$ cat config.mk
export PLATFORM = sky130hd
export DESIGN_NAME = pc_sequencer
export DESIGN_NICKNAME = d
export VERILOG_FILES = /design/src/rtl/pcseq_pkg.sv /design/src/rtl/pcseq_arbiter.sv /design/src/rtl/pcseq_latch.sv /design/src/rtl/pcseq_stack.sv /design/src/rtl/pc_sequencer.sv
export SDC_FILE = /design/constraint.sdc
export NUM_CORES = 1
export LEC_CHECK = 0
export ABC_AREA = 1
export BUFFER_PORTS_ARGS = -buffer_cell sky130_fd_sc_hd__buf_2
export CELL_PAD_IN_SITES_DETAIL_PLACEMENT = 1
export CELL_PAD_IN_SITES_GLOBAL_PLACEMENT = 1
export CORE_ASPECT_RATIO = 1.25
export CORE_MARGIN = 4
export CORE_UTILIZATION = 48
export DETAILED_ROUTE_END_ITERATION = 8
export PLACE_DENSITY_LB_ADDON = 0.15
export REMOVE_ABC_BUFFERS = 1
export SLEW_MARGIN = 20
export SYNTH_ARGS = -nofsm -noshare
export SYNTH_HDL_FRONTEND = slang
export SYNTH_SLANG_ARGS = --single-unit
$ cat constraint.sdc
create_clock -name clk -period 4.6 [get_ports clk]
set_input_delay 0.92 -clock clk [delete_from_list [all_inputs] [get_ports clk]]
set_output_delay 0.92 -clock clk [all_outputs]
set_load 0.03 [all_outputs]
$ cat src/rtl/pcseq_pkg.sv
package pcseq_pkg;
    // One resolved operation per cycle, in ascending priority order.
    typedef enum logic [2:0] {
        OP_HOLD = 3'd0,
        OP_STEP = 3'd1,
        OP_PCLW = 3'd2,
        OP_JUMP = 3'd3,
        OP_CALL = 3'd4,
        OP_RET  = 3'd5
    } pc_op_e;
endpackage

$ cat src/rtl/pcseq_arbiter.sv
module pcseq_arbiter
    import pcseq_pkg::*;
(
    input  logic   step_i,
    input  logic   jump_i,
    input  logic   call_i,
    input  logic   ret_i,
    input  logic   pclw_i,
    output pc_op_e op_o
);
    // fixed priority, return first.
    always_comb begin
        if (ret_i)       op_o = OP_RET;
        else if (call_i) op_o = OP_CALL;
        else if (jump_i) op_o = OP_JUMP;
        else if (pclw_i) op_o = OP_PCLW;
        else if (step_i) op_o = OP_STEP;
        else             op_o = OP_HOLD;
    end
endmodule

$ cat src/rtl/pcseq_latch.sv
module pcseq_latch #(
    parameter int W = 5
) (
    input  logic         clk,
    input  logic         rst_n,
    input  logic         wr_i,
    input  logic [W-1:0] d_i,
    output logic [W-1:0] q_o
);
    always_ff @(posedge clk or negedge rst_n) begin
        if (!rst_n)    q_o <= '0;
        else if (wr_i) q_o <= d_i;
    end

    // only an explicit write changes the latch
    a_r7_latch_hold: assert property (@(posedge clk) disable iff (!rst_n)
        !wr_i |=> $stable(q_o));
    a_r7_latch_load: assert property (@(posedge clk) disable iff (!rst_n)
        wr_i |=> q_o == $past(d_i));
endmodule

$ cat src/rtl/pcseq_stack.sv
module pcseq_stack #(
    parameter int DEPTH = 8,
    parameter int W     = 13
) (
    input  logic         clk,
    input  logic         rst_n,
    input  logic         push_i,
    input  logic         pop_i,
    input  logic [W-1:0] push_data_i,
    output logic [W-1:0] top_o
);
    localparam int SP_W = $clog2(DEPTH);
    localparam logic [SP_W-1:0] SP_ONE = SP_W'(1);

    logic [SP_W-1:0] sp_q;
    logic [SP_W-1:0] sp_top;
    logic [W-1:0]    mem_q [DEPTH];

    // Ring pointer: natural wrap gives overwrite and endless pops
    always_ff @(posedge clk or negedge rst_n) begin
        if (!rst_n)      sp_q <= '0;
        else if (push_i) sp_q <= sp_q + SP_ONE;
        else if (pop_i)  sp_q <= sp_q - SP_ONE;
    end

    generate
        for (genvar g = 0; g < DEPTH; g++) begin : g_entry
            always_ff @(posedge clk or negedge rst_n) begin
                if (!rst_n)
                    mem_q[g] <= '0;
                else if (push_i && (sp_q == SP_W'(g)))
                    mem_q[g] <= push_data_i;
            end
        end
    endgenerate

    assign sp_top = sp_q - SP_ONE;
    assign top_o  = mem_q[sp_top];

    // pointer moves by exactly one per push or pop, wrapping
    a_r8_push_ptr: assert property (@(posedge clk) disable iff (!rst_n)
        push_i |=> sp_q == $past(sp_q) + SP_ONE);
    a_r8_pop_ptr: assert property (@(posedge clk) disable iff (!rst_n)
        (pop_i && !push_i) |=> sp_q == $past(sp_q) - SP_ONE);
    a_r9_no_push_pop: assert property (@(posedge clk) disable iff (!rst_n)
        !(push_i && pop_i));
    a_r4_push_visible: assert property (@(posedge clk) disable iff (!rst_n)
        push_i |=> top_o == $past(push_data_i));
endmodule

$ cat src/rtl/pc_sequencer.sv
module pc_sequencer
    import pcseq_pkg::*;
#(
    parameter int PC_W      = 13,
    parameter int JMP_W     = 11,
    parameter int DATA_W    = 8,
    parameter int STK_DEPTH = 8
) (
    input  logic                     clk,
    input  logic                     rst_n,
    input  logic                     step_i,
    input  logic                     jump_i,
    input  logic                     call_i,
    input  logic                     ret_i,
    input  logic                     pcl_wr_i,
    input  logic                     lath_wr_i,
    input  logic [JMP_W-1:0]         imm_i,
    input  logic [DATA_W-1:0]        data_i,
    output logic [PC_W-1:0]          fetch_addr_o,
    output logic [DATA_W-1:0]        pcl_o,
    output logic [PC_W-DATA_W-1:0]   lath_o
);
    localparam int LATH_W = PC_W - DATA_W;
    localparam int HI_W   = PC_W - JMP_W;
    localparam logic [PC_W-1:0] PC_ONE = PC_W'(1);

    pc_op_e            op;
    logic [PC_W-1:0]   pc_q;
    logic [PC_W-1:0]   pc_d;
    logic [PC_W-1:0]   pc_next_seq;
    logic [PC_W-1:0]   stk_top;
    logic [LATH_W-1:0] lath_q;

    pcseq_arbiter u_arb (
        .step_i (step_i),
        .jump_i (jump_i),
        .call_i (call_i),
        .ret_i  (ret_i),
        .pclw_i (pcl_wr_i),
        .op_o   (op)
    );

    pcseq_latch #(.W(LATH_W)) u_lath (
        .clk   (clk),
        .rst_n (rst_n),
        .wr_i  (lath_wr_i),
        .d_i   (data_i[LATH_W-1:0]),
        .q_o   (lath_q)
    );

    assign pc_next_seq = pc_q + PC_ONE;

    pcseq_stack #(.DEPTH(STK_DEPTH), .W(PC_W)) u_stk (
        .clk         (clk),
        .rst_n       (rst_n),
        .push_i      (op == OP_CALL),
        .pop_i       (op == OP_RET),
        .push_data_i (pc_next_seq),
        .top_o       (stk_top)
    );

    // Next-address selection, one case per operation state
    always_comb begin
        pc_d = pc_q;
        unique case (op)
            OP_HOLD: pc_d = pc_q;
            OP_STEP: pc_d = pc_next_seq;
            OP_PCLW: pc_d = {lath_q, data_i};
            OP_JUMP: pc_d = {lath_q[LATH_W-1 -: HI_W], imm_i};
            OP_CALL: pc_d = {lath_q[LATH_W-1 -: HI_W], imm_i};
            OP_RET:  pc_d = stk_top;
            default: pc_d = pc_q;
        endcase
    end

    always_ff @(posedge clk or negedge rst_n) begin
        if (!rst_n) pc_q <= '0;
        else        pc_q <= pc_d;
    end

    assign fetch_addr_o = pc_q;
    assign pcl_o        = pc_q[DATA_W-1:0];
    assign lath_o       = lath_q;

    // a lone step advances by one with wrap
    a_r2_step: assert property (@(posedge clk) disable iff (!rst_n)
        (step_i && !ret_i && !call_i && !jump_i && !pcl_wr_i)
        |=> fetch_addr_o == $past(fetch_addr_o) + PC_ONE);
    // jump fills high bits from the latch held before the edge
    a_r3_jump_target: assert property (@(posedge clk) disable iff (!rst_n)
        (jump_i && !ret_i && !call_i)
        |=> fetch_addr_o == {$past(lath_o[LATH_W-1 -: HI_W]), $past(imm_i)});
    // low-byte write fills the upper bits from the latch
    a_r6_pcl_write: assert property (@(posedge clk) disable iff (!rst_n)
        (pcl_wr_i && !ret_i && !call_i && !jump_i)
        |=> fetch_addr_o == {$past(lath_o), $past(data_i)});
    // no strobe, no movement
    a_r9_hold: assert property (@(posedge clk) disable iff (!rst_n)
        (!step_i && !ret_i && !call_i && !jump_i && !pcl_wr_i)
        |=> $stable(fetch_addr_o));
endmodule

* Word level (Yosys, flattened, before mapping)
Cells that the tools add are included.
Operators by class: add/sub/neg operators 3, $lt $le $gt $ge 1, eq/ne operators 12, multiplexer cells 11, bitwise gates (word level) 1, reductions and logical operators 12
Operators by type and width (count):
- 13-bit case mux with 4 select lines | 1
- 13-bit binary-select mux with 3-bit select | 1
- 13-bit 2-to-1 mux | 2
- 3-bit == test (second input constant) | 6
- 3-bit 2-to-1 mux | 6
- 13-bit by 1-bit adder with 13-bit output (second input constant) | 1
- 3-bit by 2-bit == test with 1-bit output (second input constant) | 4
- 1-bit logical AND | 8
- 3-bit by 1-bit == test with 1-bit output (second input constant) | 2
- 4-bit greater-or-equal comparator (second input constant) | 1
- 3-bit inverter with 4-bit output | 1
- 4-bit nonzero test | 1
- 3-bit by 1-bit adder with 3-bit output (second input constant) | 1
- 3-bit logical NOT | 1
- 3-bit by 1-bit subtractor with 3-bit output (second input constant) | 1
- 2-bit nonzero test | 1
- 2-bit OR reduction | 1
- 1-bit 2-to-1 mux | 1
Word-level totals: register bits after elaboration 125, input bits 27, logic and storage cells 51

* Longest topological paths before layout
Gate-level depths: netlist (run 1).
word-level depth 8, mapped depth 14

* By module
From an unflattened synthesis (run 1), not the netlist that was laid out.
Second synthesis, totals: cell total of the unflattened synthesis 964, area, all modules 6960.4 um^2
Modules (own cells, without submodules):
- pcseq_stack | instances 1, cells each 720, area each 5461.5 um^2, seq. area each 2677.6 um^2
- pc_sequencer | instances 1, cells each 213, area each 1266.2 um^2, seq. area each 325.3 um^2
- pcseq_latch | instances 1, cells each 21, area each 185.2 um^2, seq. area each 125.1 um^2
- pcseq_arbiter | instances 1, cells each 10, area each 47.5 um^2, seq. area each 0.0 um^2

* Least setup slack after synthesis (run 1)
No wires, ideal clock.
path type reg-to-reg, from register u_stk.sp_q[0], to register pc_q[6], in the netlist fetch_addr_o[6], arrival 2.151 ns, path slack 2.331 ns, cell stages (with the launch flop) 13, buffers on the path 4, clock period less this slack 2.269 ns, cells stage by stage dfrtp_1 -> buf_2 -> clkinv_1 -> clkbuf_1 -> ha_1 -> buf_2 -> inv_2 -> buf_1 -> nand3_1 -> nand3_1 -> nand3_1 -> nand3_1 -> nand2_1
Between the ends: longest elaborated chain between the ends 6
RTL lines:
- from (decl) | RTL line pcseq_stack.sv:15 | logic [SP_W-1:0] sp_q;
- from (signal assigned) | RTL line pcseq_stack.sv:22 | else if (push_i) sp_q <= sp_q + SP_ONE;
- from (signal assigned) | RTL line pcseq_stack.sv:23 | else if (pop_i) sp_q <= sp_q - SP_ONE;
- 3-bit by 1-bit subtractor with 3-bit output | RTL line pcseq_stack.sv:37 | assign sp_top = sp_q - SP_ONE;
- 3-bit inverter with 4-bit output (not written as such) | RTL line pcseq_stack.sv:38 | assign top_o = mem_q[sp_top];
- 13-bit binary-select mux with 3-bit select | RTL line pcseq_stack.sv:38
- 13-bit 2-to-1 mux (not written as such) (2 in series) | RTL line pcseq_stack.sv:38
- 13-bit case mux with 4 select lines | RTL line pc_sequencer.sv:65 | unique case (op)
- to (signal assigned) | RTL line pc_sequencer.sv:78 | else pc_q <= pc_d;
- to (decl) | RTL line pc_sequencer.sv:28 | logic [PC_W-1:0] pc_q;
Every way passes these cells. The select of a mux whose other input is x is not followed. A chain may end at the register's enable or synchronous reset.

* Worst setup path after layout (run 1)
from register u_stk.sp_q[0], to register pc_q[1], in the netlist fetch_addr_o[1]
The elaborated chain is that of the path after synthesis.

==> results.txt, run 1 <==
Status: complete, no violations
Post-Synthesis Cells: 876
Largest stage delay, worst path: 690 ps
Antenna fix cells: 0
Most used cell, CP: nand2_1
Mapped Area: 6477 µm²
Worst EP arrival: 3030 ps
Relative slew slack: 34.33%
CTS Buffer Depth: 2
Cell Int Power: 3.181 mW
CTS HTree Levels: 4
Hold buffer count at cts: 0
Hold WS: 481.5 ps
Leakage power: 3.728 nW
Worst path cell trace: clkinv_1 > ha_1 > buf_4 > inv_2 > a21oi_1 > o21ai_0 > nand2_1 > nand2_1 > nand2_1 > nand2_1 > nand2_1 > nand2_1
WP depth: 12
Largest net degree at the start of global routing: 57
Share of cells above drive strength 1: 11.93%
Final setup vio count: 0
Yosys warns: 0
Total GRT Usage: 28.25%
Fmax: 367.4 MHz
Drt total wl: 21210 µm
Worst Reg-to-Reg Cells: 12
Worst-Skew Late Latency: 420 ps
Req. time, crit path: 4910 ps
Clock root buffer: clkbuf_16
Vias in the first global route: 6413
Crit path capture type: flop
Via-to-Cell Ratio: 5.532
DRT antenna net count: 0
Dpl hpwl: 14470 µm
Combinational Power Share: 44.5%
Total gr overflow: 0
# rows: 47
Peak VDD IR: 0.0003313 V
Total Die Area: 15430 µm²
Fin worst setup slack: 1878 ps
Die width: 111.9 µm
Port bufs: 52
Switching Power: 2.746 mW
Yosys top cell by area: dfrtp_1
Delay-heaviest family, CP: buffers and inverters
CTS clk-pin slew, worst paths: 60 ps
Via count: 6046
CP bufs+invs: 3
Core Footprint: 13230 µm²
RSZ-0062 raised after global routing: false
Drt pass-1 iters: 5
Unique masters post-synth: 29
MaxCap Viol Count: 0
Min cycle time layout: 2722 ps
Initial core utilization: 48.96%
Critical path class: flop to flop
Total Nets Final: 944
Die height: 137.9 µm
First-pass GRT wire length: 33680 µm
Hold depth: 2
Worst Max-Slew Pin Slew: 981.8 ps
Post-Syn Area per Cell: 7.394 µm²
DRT iter0 DRCs: 347
Switching share of power: 46.34%
CTS Sinks: 125
DRC: 0
Reg power frac: 33.1%
Post-CTS setup buffers: 0
Pwr dens: 805.1 nW/µm²
GP Congestion: 0.9018
Place WS: 1725 ps
Clock skew: 6.859 ps
Area share of the largest cell type after synthesis: 48.29%
Sequential area share after synthesis: 48.29%
Wire per inst: 19.40 µm
Gates resized, CTS repair: 0
Initial antenna violation count: 0
Startpoint Class: flop
Io pins: 53
Crit Path Max Fanout: 28
Fin. Hold Viols: 0
Post-route clock period utilization: 59.17%
Clock power share: 22.5%
Seq cells post-synth: 125
Slew Viols, Final: 0
Worst hold path type: flop to flop
Area growth syn-to-layout: 13.66%
Critical path's slowest cell: ha_1
CTS tree: yes
TritonCTS Buffers: 17
Top area cells in the synthesized netlist: dfrtp_1, nand2_1, o21ai_0
TNS Setup: 0 ps
==> cell type report <==
type,instances,area [µm²]
multi-input combinational,615,2785
timing repair buffer,59,315.3
sequential,125,3128
clock inverter,11,117.6
clock buffer,21,460.4
tap,171,214.0
fill,1707,5869
inverter,91,341.6
==> metrics by stage <==
step	utilization, %	cell area (µm²)	cells	total power [mW]
6_report	55.64	7362	1093	5.927
5_1_grt	55.64	7362	1093	6.362
4_1_cts	55.64	7362	1093	5.962
3_5_place_dp	51.27	6784	1061	4.565
3_3_place_gp	51.27	6784	1061	4.411
2_1_floorplan	-	6255	831	3.592
==> synth_stat cells <==
| master | n |
|---|---|
| o21ai_1 | 17 |
| buf_2 | 13 |
| nor3_1 | 1 |
| inv_1 | 80 |
| ha_1 | 8 |
| buf_1 | 7 |
| and3_1 | 1 |
| nor3_4 | 2 |
| xnor2_1 | 1 |
| a21oi_1 | 10 |
| buf_4 | 10 |
| nor3_2 | 3 |
| a31oi_1 | 10 |
| nor2_4 | 1 |
| nand4_1 | 7 |
| nand3b_1 | 1 |
| nor2_2 | 5 |
| o221ai_1 | 1 |
| o21ai_0 | 88 |
| a22oi_1 | 1 |
| nand2_1 | 319 |
| nor2_1 | 47 |
| xor2_1 | 5 |
| inv_2 | 10 |
| clkinv_1 | 1 |
| clkbuf_1 | 15 |
| and2_1 | 1 |
| dfrtp_1 | 125 |
| nand3_1 | 86 |
==> power by group through the flow <==
stage               sequential (mW)  combinational (mW)  clock (mW)
floorplan                      2.09                1.50           0
global placement               1.93                2.48           0
detailed placement             1.96                2.61           0
CTS                            1.95                2.66        1.35
global route                   2.02                2.95        1.39
finish                         1.96                2.64        1.33
==> state kept, by name, summed over array words and instances, names as in the netlist <==
name and flops:
u_lath.q_o 5, fetch_addr_o 13, u_stk.sp_q 3, u_stk.mem_q 104
==> worst min-delay path, stage by stage (launching register included) <==
cell and delay (ps):
dfrtp_1 350, nand2_1 60, nand2_1 50
==> kinds of logic (layout without fill, tap and decap cells) <==
group | Yosys count | in the layout | share of synthesized area, %
adder cells (fa/ha/maj) | 8 | 8 | 1.545
buffers and inverters | 136 | 182 | 8.712
AND/OR/NAND/NOR | 474 | 474 | 30.54
flip-flops | 125 | 125 | 48.29
XOR/XNOR | 6 | 6 | 0.8113
AO/OA/AOI/OAI | 127 | 127 | 10.10
==> cells in the final DEF, fill, tap and decap left out, types with 2 or more instances in the layout <==
| master | synthesis | layout |
|---|---|---|
| nor2_2 | 5 | 5 |
| buf_2 | 13 | 51 |
| a31oi_1 | 10 | 10 |
| o21ai_1 | 17 | 17 |
| nor3_4 | 2 | 2 |
| nand3_1 | 86 | 86 |
| dfrtp_1 | 125 | 125 |
| nor3_2 | 3 | 3 |
| clkbuf_1 | 15 | 2 |
| clkbuf_16 | 0 | 17 |
| nand2_1 | 319 | 319 |
| inv_2 | 10 | 10 |
| o21ai_0 | 88 | 88 |
| a21oi_1 | 10 | 10 |
| nor2_1 | 47 | 47 |
| ha_1 | 8 | 8 |
| buf_4 | 10 | 8 |
| bufinv_16 | 0 | 2 |
| clkinv_2 | 0 | 4 |
| clkinvlp_4 | 0 | 5 |
| nand4_1 | 7 | 7 |
| xor2_1 | 5 | 5 |
| clkbuf_8 | 0 | 2 |
| inv_1 | 80 | 80 |
==> path summary, 6_finish.rpt <==
kind                                             start                           to  slack, ps
setup reg to reg             u_stk.sp_q[0]$_DFFE_PN0P_  fetch_addr_o[1]$_DFFE_PN0P_       1880
setup / recovery             u_stk.sp_q[0]$_DFFE_PN0P_  fetch_addr_o[1]$_DFFE_PN0P_       1880
hold / removal             u_stk.mem_q[93]$_DFFE_PN0P_  u_stk.mem_q[93]$_DFFE_PN0P_        480
hold reg to reg            u_stk.mem_q[93]$_DFFE_PN0P_  u_stk.mem_q[93]$_DFFE_PN0P_        480
min in group asynchronous                        rst_n  u_stk.mem_q[35]$_DFFE_PN0P_        550
max in group asynchronous                        rst_n  u_stk.mem_q[85]$_DFFE_PN0P_       3000
==> layer usage <==
layer | track usage, % | up-vias | part of all wire (%)
li1 | - | 2842 | -
met1 | 33.36 | 3021 | 40
met2 | 49.90 | 133 | 52
met3 | 3.623 | 50 | 3.0
met4 | 15.96 | 0 | 4.5
met5 | 0 | - | 0
No activity file was read; power rests on OpenSTA's default activity.
==> inputs of run 2 (changes only) <==
Settings changed: CORE_UTILIZATION 48 to 40.
Clock period 4.6 ns to 2.5 ns, I/O delays scaled along.
==> run 2 against run 1 <==
  * First-iteration DRC count rose by 21%
  * Critical path depth fell by 2
  * Critical path type unchanged
  * Combinational power rose by 90%
  * Setup slack got worse by 1600 ps
  * Cell count rose by 5.6%
  * Critical endpoint is now fetch_addr_o[11]$_DFFE_PN0P_
  * Register-to-register slack got worse by 1600 ps
  * Core utilization fell by 7.5 points
  * Clock power rose by 83%
==> results.txt, run 2 (synthesis gave the netlist of run 1 again) <==
Clock root buffer: clkbuf_16
Worst path cell trace: clkinv_1 > ha_1 > inv_2 > nand3_1 > nand2_1 > nand2_1 > nand3_1 > nand2_1 > nand2_1 > nand2_1
Io pins: 53
Total Nets Final: 965
Total power: 11.06 mW
Die width: 121.8 µm
Via count: 6131
Post-CTS setup buffers: 0
Cell area after layout: 7582 µm²
Largest Register: u_stk.mem_q
R2R Path Start: u_stk.sp_q[0]$_DFFE_PN0P_
Commonest non-fill, non-tap cells in the layout: nand2_1, dfrtp_1, o21ai_0
Total gr overflow: 0
Drt total wl: 22310 µm
Hold buffer count at cts: 0
Drt pass-1 iters: 5
Total Die Area: 18310 µm²
Worst Reg-to-Reg Cells: 10
Crit Path Max Fanout: 28
Worst hold path type: input port to async pin
Relative slew slack: 56.57%
DRC: 0
Critical path's slowest cell: ha_1
Vias in the first global route: 6583
Finished Layout Cells: 1154
RSZ-0062 raised after global routing: false
Flop-to-flop setup slack: 260 ps
Total GRT Usage: 25.85%
Via-to-Cell Ratio: 5.313
Placed inst area: 7007 µm²
DRT iter0 DRCs: 419
Delay-heaviest family, CP: buffers and inverters
Dpl hpwl: 16130 µm
Wire per inst: 19.33 µm
MaxCap Viol Count: 0
CP bufs+invs: 2
CTS Buffer Depth: 2
Fin worst setup slack: 262.1 ps
Largest stage delay, worst path: 430 ps
Worst Max-Slew Pin Slew: 651.4 ps
GP Congestion: 0.8739
Area growth syn-to-layout: 17.06%
Gates resized, CTS repair: 0
Most used cell, CP: nand2_1
Min cycle time layout: 2238 ps
Antenna fix cells: 0
Startpoint Class: flop
DRT antenna net count: 0
Peak VDD IR: 0.0005497 V
CTS tree: yes
CTS Sinks: 125
Filler Cell Count: 2040
Max reg flops: 104
Fin. Hold Viols: 0
Fmax: 446.8 MHz
Status: complete, no violations
Die height: 150.3 µm
# rows: 51
TNS Setup: 0 ps
Place WS: 227.8 ps
CTS clk-pin slew, worst paths: 60 ps
Core Footprint: 15760 µm²
Most common cell after layout, fill and taps aside: nand2_1
TritonCTS Buffers: 17
Final core utilization: 48.11%
Initial antenna violation count: 0
Clock skew: 5.973 ps
Slew Viols, Final: 0
Worst-Skew Late Latency: 420 ps
Hold WS: 96.69 ps
Port bufs: 52
Req. time, crit path: 2810 ps
Pwr dens: 1459 nW/µm²
Placed cell count: 1123
Post-route clock period utilization: 89.52%
CTS HTree Levels: 4
Crit path capture type: flop
Final setup vio count: 0
Critical path class: flop to flop
First-pass GRT wire length: 35800 µm
Initial core utilization: 41.10%
Reg-to-reg endpoint: fetch_addr_o[11]$_DFFE_PN0P_
Leakage power: 3.836 nW
Worst EP arrival: 2550 ps
Share of cells above drive strength 1: 14.01%
Largest net degree at the start of global routing: 52
-- run 2: cell count changes in the layout (fill, tap and decap cells not counted), sizes merged --
cell | previous run | this run
buf | 59 | 80
clkbuf | 21 | 20
clkinv | 5 | 6
clkinvlp | 5 | 4
-- run 2: final cells by class --
type / instances / area [µm²] / share of cell area, %
Clock buffer: 20 / 456.7 / 6.023
Clock inverter: 11 / 118.9 / 1.568
Inverter: 91 / 341.6 / 4.505
Multi-Input combinational cell: 615 / 2785 / 36.73
Sequential cell: 125 / 3129 / 41.27
Tap cell: 212 / 265.3 / 3.498
Timing Repair Buffer: 80 / 485.5 / 6.403
-- run 2: worst max-delay path by stage --
stage	cells past startpoint	endpoint	start
2_1_floorplan	11	fetch_addr_o[1]$_DFFE_PN0P_	u_stk.sp_q[0]$_DFFE_PN0P_
3_3_place_gp	9	fetch_addr_o[12]$_DFFE_PN0P_	ret_i
3_5_place_dp	10	fetch_addr_o[11]$_DFFE_PN0P_	u_stk.sp_q[0]$_DFFE_PN0P_
4_1_cts	10	fetch_addr_o[11]$_DFFE_PN0P_	u_stk.sp_q[0]$_DFFE_PN0P_
5_1_grt	10	fetch_addr_o[1]$_DFFE_PN0P_	u_stk.sp_q[0]$_DFFE_PN0P_
6_report	10	fetch_addr_o[11]$_DFFE_PN0P_	u_stk.sp_q[0]$_DFFE_PN0P_
-- run 2: power by group --
part,switching [mW],internal [mW],total (mW)
clock,0.934,1.51,2.44
sequential,0.653,2.96,3.61
combinational,3.49,1.52,5.01
total,5.08,5.98,11.1
-- run 2: per-layer routing --
| metal | wire [µm] | global-route usage [%] |
|---|---|---|
| met5 | 0 | 0 |
| met4 | 984 | 12.61 |
| met3 | 745 | 4.810 |
| met2 | 11720 | 45.52 |
| met1 | 8858 | 30.08 |
